`src/rtl/acq_pkg.sv`:
```
// Package: shared register addresses and status bit positions of the
// acquisition control block. Assumes 8-bit host addresses and data.
package acq_pkg;
    localparam int AW = 8;
    localparam int DW = 8;

    localparam logic [AW-1:0] A_CH_LO   = 8'd1;
    localparam logic [AW-1:0] A_MODE    = 8'd4;
    localparam logic [AW-1:0] A_CH_HI   = 8'd6;
    localparam logic [AW-1:0] A_VERSION = 8'd7;
    localparam logic [AW-1:0] A_DIV     = 8'd11;
    localparam logic [AW-1:0] A_STATUS  = 8'd15;

    localparam int B_OVF   = 0;
    localparam int B_AUXW  = 2;
    localparam int B_UPD   = 3;
    localparam int B_READY = 4;
    localparam int B_RUN   = 5;

    localparam int M_CLKSEL = 2;

    typedef struct packed {
        logic [15:0]   ch;
        logic [DW-1:0] div;
        logic [DW-1:0] mode;
    } acq_cfg_t;
endpackage

```
`src/rtl/acq_regs.sv`:
```
// Module: register decode, shadow/active settings and status flags.
// Assumes reads and writes are not issued in the same cycle.
module acq_regs
    import acq_pkg::*;
#(
    parameter logic [7:0] VERSION = 8'h41
) (
    input  logic          clk,
    input  logic          rst_n,
    input  logic          wr_en,
    input  logic          rd_en,
    input  logic [AW-1:0] addr,
    input  logic [DW-1:0] wdata,
    input  logic          fifo_full,
    output logic [DW-1:0] rdata,
    output acq_cfg_t      active,
    output logic          running,
    output logic          ovf,
    output logic          commit
);
    acq_cfg_t shadow;
    logic     aux_q;
    logic     upd_q;
    logic     stat_wr;
    logic     start;

    assign stat_wr = wr_en && (addr == A_STATUS);
    assign commit  = stat_wr && wdata[B_UPD] && !upd_q;
    assign start   = stat_wr && wdata[B_RUN] && !running;

    // Shadow settings capture host writes.
    always_ff @(posedge clk) begin
        if (!rst_n) begin
            shadow <= '0;
        end else if (wr_en) begin
            case (addr)
                A_CH_LO: shadow.ch[7:0]  <= wdata;
                A_CH_HI: shadow.ch[15:8] <= wdata;
                A_DIV:   shadow.div      <= wdata;
                A_MODE:  shadow.mode     <= wdata;
                default: ;
            endcase
        end
    end

    // Active settings load from shadow on a rising update bit.
    always_ff @(posedge clk) begin
        if (!rst_n) active <= '0;
        else if (commit) active <= shadow;
    end

    // Status/control fields written by the host.
    always_ff @(posedge clk) begin
        if (!rst_n) begin
            running <= 1'b0;
            aux_q   <= 1'b0;
            upd_q   <= 1'b0;
        end else if (stat_wr) begin
            running <= wdata[B_RUN];
            aux_q   <= wdata[B_AUXW];
            upd_q   <= wdata[B_UPD];
        end
    end

    // Sticky overflow, cleared when a new run begins.
    always_ff @(posedge clk) begin
        if (!rst_n) ovf <= 1'b0;
        else if (start) ovf <= 1'b0;
        else if (running && fifo_full) ovf <= 1'b1;
    end

    // Registered read data.
    always_ff @(posedge clk) begin
        if (!rst_n) begin
            rdata <= '0;
        end else if (rd_en) begin
            case (addr)
                A_VERSION: rdata <= VERSION;
                A_CH_LO:   rdata <= shadow.ch[7:0];
                A_CH_HI:   rdata <= shadow.ch[15:8];
                A_DIV:     rdata <= shadow.div;
                A_MODE:    rdata <= shadow.mode;
                A_STATUS: begin
                    rdata         <= '0;
                    rdata[B_OVF]  <= ovf;
                    rdata[B_AUXW] <= aux_q;
                    rdata[B_READY] <= 1'b1;
                    rdata[B_RUN]  <= running;
                end
                default:   rdata <= '0;
            endcase
        end
    end
endmodule

```
`src/rtl/acq_divider.sv`:
```
// Module: sample strobe generator. Counts ticks of the selected base
// clock and pulses once every div+1 ticks. Assumes ticks are clk-synchronous.
module acq_divider #(
    parameter int DIVW = 8
) (
    input  logic            clk,
    input  logic            rst_n,
    input  logic            run,
    input  logic            sel,
    input  logic            tick_a,
    input  logic            tick_b,
    input  logic [DIVW-1:0] div,
    output logic            strobe,
    output logic            tick_sel
);
    logic [DIVW-1:0] cnt;
    logic            wrap;

    assign tick_sel = sel ? tick_b : tick_a;
    assign wrap     = (cnt >= div);

    // Tick counter, held at zero while idle.
    always_ff @(posedge clk) begin
        if (!rst_n || !run) cnt <= '0;
        else if (tick_sel) cnt <= wrap ? '0 : cnt + 1'b1;
    end

    // One-cycle strobe on the wrapping tick.
    always_ff @(posedge clk) begin
        if (!rst_n) strobe <= 1'b0;
        else strobe <= run && tick_sel && wrap;
    end
endmodule

```
`src/rtl/acq_ctrl.sv`:
```
// Module: top of the acquisition control block; ties the register file
// to the strobe divider. Assumes a single clock with base clocks as ticks.
module acq_ctrl
    import acq_pkg::*;
#(
    parameter logic [7:0] VERSION = 8'h41
) (
    input  logic        clk,
    input  logic        rst_n,
    input  logic        tick_a,
    input  logic        tick_b,
    input  logic        fifo_full,
    input  logic        wr_en,
    input  logic        rd_en,
    input  logic [7:0]  addr,
    input  logic [7:0]  wdata,
    output logic [7:0]  rdata,
    output logic        running,
    output logic        clk_sel,
    output logic [15:0] ch_enable,
    output logic        sample_strobe
);
    acq_cfg_t active;
    logic     ovf;
    logic     commit;
    logic     tick_sel;

    acq_regs #(.VERSION(VERSION)) u_regs (
        .clk(clk), .rst_n(rst_n), .wr_en(wr_en), .rd_en(rd_en),
        .addr(addr), .wdata(wdata), .fifo_full(fifo_full),
        .rdata(rdata), .active(active), .running(running),
        .ovf(ovf), .commit(commit)
    );

    assign clk_sel   = active.mode[M_CLKSEL];
    assign ch_enable = active.ch;

    acq_divider #(.DIVW(DW)) u_div (
        .clk(clk), .rst_n(rst_n), .run(running), .sel(clk_sel),
        .tick_a(tick_a), .tick_b(tick_b), .div(active.div),
        .strobe(sample_strobe), .tick_sel(tick_sel)
    );
endmodule

```
`config.mk`:
```
export PLATFORM = sky130hd
export DESIGN_NAME = acq_ctrl
export DESIGN_NICKNAME = d
export VERILOG_FILES = /design/src/rtl/acq_pkg.sv /design/src/rtl/acq_regs.sv /design/src/rtl/acq_divider.sv /design/src/rtl/acq_ctrl.sv
export SDC_FILE = /design/constraint.sdc
export NUM_CORES = 1
export LEC_CHECK = 0
export ABC_CLOCK_PERIOD_IN_PS = 2480
export CAP_MARGIN = 20
export CORE_MARGIN = 4
export CORE_UTILIZATION = 45
export DETAILED_ROUTE_END_ITERATION = 10
export PLACE_DENSITY = 0.66
export SYNTH_ARGS = -nofsm -noshare
export SYNTH_HDL_FRONTEND = slang
export SYNTH_SLANG_ARGS = --single-unit
```
`constraint.sdc`:
```
create_clock -name clk -period 2.48 [get_ports clk]
set_input_delay 0.372 -clock clk [delete_from_list [all_inputs] [get_ports clk]]
set_output_delay 0.372 -clock clk [all_outputs]
set_load 0.1 [all_outputs]
```
==> flow_metrics.py <==
metrics = {
    "critical_path": {
        "rrSetupSlack_ps": 370,
        "start_kind": "register",
        "end_kind": "register",
        "r2r_cells": 7,
        "worstPathMaxFanout": 6,
        "crit_type": "reg -> reg",
        "critPathRequiredTime_ps": 2760,
        "worstPathArrival_ps": 2390,
    },
    "floorplan": {
        "chipWidth_um": 98.6,
        "core_area_mm2": 0.00785,
        "die_h_um": 98.6,
        "dieArea_mm2": 0.00972,
        "initial_core_util": 0.470,
        "row_count": 32,
        "ios": 50,
    },
    "global_route": {
        "overflow": 0,
        "grt_max_degree": 40,
        "grt_pass1_wl_um": 14000,
        "gr-usage-all-layers": 0.180,
        "antenna_found_initial": 0,
        "grt_pass1_vias": 2737,
    },
    "routing": {
        "wirelength_um": 8510,
        "post_drt_wl_per_cell_um": 15.5,
        "vias": 2796,
        "drtIter0Drc": 112,
        "post-route-drc-count": 0,
        "viasPerCell": 5.10,
        "drt_first_pass_iters": 4,
        "ant_nets": 0,
    },
    "timing": {
        "fin_worst_skew_ps": 11.5,
        "tns_ps": 0,
        "fmax_ghz": 0.473,
        "rsz0062_at_grt": "no",
        "period_share": 0.853,
        "slew-limit-headroom": 0.683,
        "slew_violations": 0,
        "worst_pin_slew_ps": 463,
        "setup_viol": 0,
        "final-hold-violation-count": 0,
        "fin_crit_ps": 2110,
    },
    "clocking": {
        "numCtsBuffers": 9,
        "cts_tree": "done",
        "clock_path_buffers": 2,
        "clock_latency_ps": 350,
        "cts_sinks": 78,
        "cts.clk_slew.worst_paths_ps": 80,
        "postCtsSetupRepairBufs": 0,
        "cts_hold_buf": 0,
        "cts_resized": 0,
        "root_buffer": "clkbuf_8",
        "htreeDepth": 3,
    },
    "synth": {
        "synth_cell_types": 45,
        "synth.area.top_cells": "dfxtp_1 (42%), mux2i_1 (11%), nor2b_1 (6.4%), nand2_1 (6.1%), a21boi_0 (4.1%)",
        "synth_flop_cell": "dfxtp_1",
        "async_reset_ff_frac": 0,
        "synth_area_leader_cell": "dfxtp_1",
        "syn_inst": 400,
        "synth-edff-count": 0,
        "syn_area_mm2": 0.00369,
        "syn_area_per_cell_um2": 9.23,
        "yosys-top-cells-count": "dfxtp_1 (78), nand2_1 (60), mux2i_1 (41)",
        "syn_nets": 432,
        "yosys_warnings": 0,
        "yosysSeqAreaShare": 0.423,
        "yosysMostFrequentCell": "dfxtp_1",
        "synth_seq_cells": 78,
        "synth_top_area_frac": 0.423,
    },
    "finish": {
        "final_util": 0.557,
        "regArea_mm2": 0.00156,
        "diodes": 0,
        "area_delta_synth_final_pct": 18.5,
        "instances_no_fill": 548,
        "drive_gt1_frac": 0.146,
        "fin_nets": 474,
        "fill_cells": 731,
        "multi_input_area_mm2": 0.00184,
    },
    "worst_hold_path": {
        "hp-class": "reg -> reg",
        "holdPathStages": 2,
    },
    "pwr": {
        "peakVddDrop_uv": 308,
        "p_leak_uw": 0.00181,
        "power_density_mw_per_mm2": 578,
        "power.total_uw": 2530,
    },
    "flow_run": {
        "max_cap_violations": 0,
    },
    "outcome": {
        "status": "completed",
    },
    "placed_design": {
        "place_inst": 533,
        "io_buffer_count": 49,
        "dp_hpwl_um": 6330,
        "globalplace.congestion": 0.866,
    },
}
## layout make-up
type                            count  area share
Multi-Input combinational cell    273       0.421
Clock buffer                       11      0.0323
Timing Repair Buffer               67       0.128
Inverter                           13      0.0112
Clock inverter                      4      0.0217
Tap cell                          102      0.0292
Sequential cell                    78       0.357
## flip-flops by register name, indices dropped and copies added, names as in the netlist, 8 cells and up
| register | cells |
|---|---|
| u_regs.shadow | 32 |
| u_regs.active | 25 |
| u_div.cnt | 8 |
| u_regs.rdata | 8 |
## worst max-delay path, cell delays in order (launching register included)
cell and delay, ps:
dfxtp_1 380, inv_1 80, ha_1 260, nand2b_1 150, a2111o_1 410, a21oi_1 400, o21bai_1 240, nor2_1 140
## where the power goes
part           internal (µW)  leakage, µW  switching (µW)
Clock                    690     0.000119             450
Combinational           67.2      0.00107            68.8
Sequential              1250     0.000628           0.661
Total                   2010      0.00181             520
## worst paths after layout
| path | from | endpoint |
|---|---|---|
| max | u_div.cnt[0]$_SDFFE_PP0P_ | u_div.cnt[7]$_SDFFE_PP0P_ |
| min | u_regs.rdata[5]$_SDFFE_PN0P_ | u_regs.rdata[5]$_SDFFE_PN0P_ |
| max reg2reg | u_div.cnt[0]$_SDFFE_PP0P_ | u_div.cnt[7]$_SDFFE_PP0P_ |
| min reg2reg | u_regs.rdata[5]$_SDFFE_PN0P_ | u_regs.rdata[5]$_SDFFE_PN0P_ |
## cells in the final DEF (no fill, tap or decap), types with 2 or more instances in the layout
cell type / instances
xor2_1: 4
ha_1: 9
nor2b_1: 38
inv_1: 13
a22oi_1: 6
nand2b_1: 2
nand3_1: 8
o22ai_1: 7
dfxtp_1: 78
a22o_1: 7
nand2_1: 60
nand4_1: 2
a21boi_0: 20
and3_1: 3
o21ai_0: 6
a21boi_1: 6
o21bai_1: 2
clkdlybuf4s50_1: 22
nor2_1: 12
mux2_2: 2
bufinv_16: 3
or3_1: 5
nor3_1: 6
mux2i_1: 41
clkbuf_8: 10
a21oi_1: 10
buf_4: 45
## through the flow
| stage | instance area [µm²] | hold slack [ps] | setup WS [ps] |
|---|---|---|---|
| 2_1_floorplan | 3690 | 440 | 499 |
| 3_3_place_gp | 4140 | 436 | 79.9 |
| 3_5_place_dp | 4140 | 433 | 21.2 |
| 4_1_cts | 4370 | 445 | 354 |
| 5_1_grt | 4370 | 487 | 205 |
| 6_report | 4370 | 440 | 366 |
## per-layer routing
metal	up-vias	share of wire	global-route usage
li1	1445	-	-
met2	63	0.43	0.274
met4	0	0.011	0.0473
met1	1279	0.51	0.256
met3	9	0.049	0.0446
met5	-	0	0
## kinds of logic (layout without fill, tap and decap cells)
kind of cell             count (synthesis)  in the layout  synth area share
adder cells (fa/ha/maj)                  9              9            0.0305
buffers and inverters                   49             95            0.0780
XOR/XNOR                                 5              5            0.0119
AND/OR/NAND/NOR                        145            145             0.204
flip-flops                              78             78             0.423
AO/OA/AOI/OAI                           71             71             0.136
multiplexers                            43             43             0.117
Note: power is estimated with default switching activity, not from simulation.
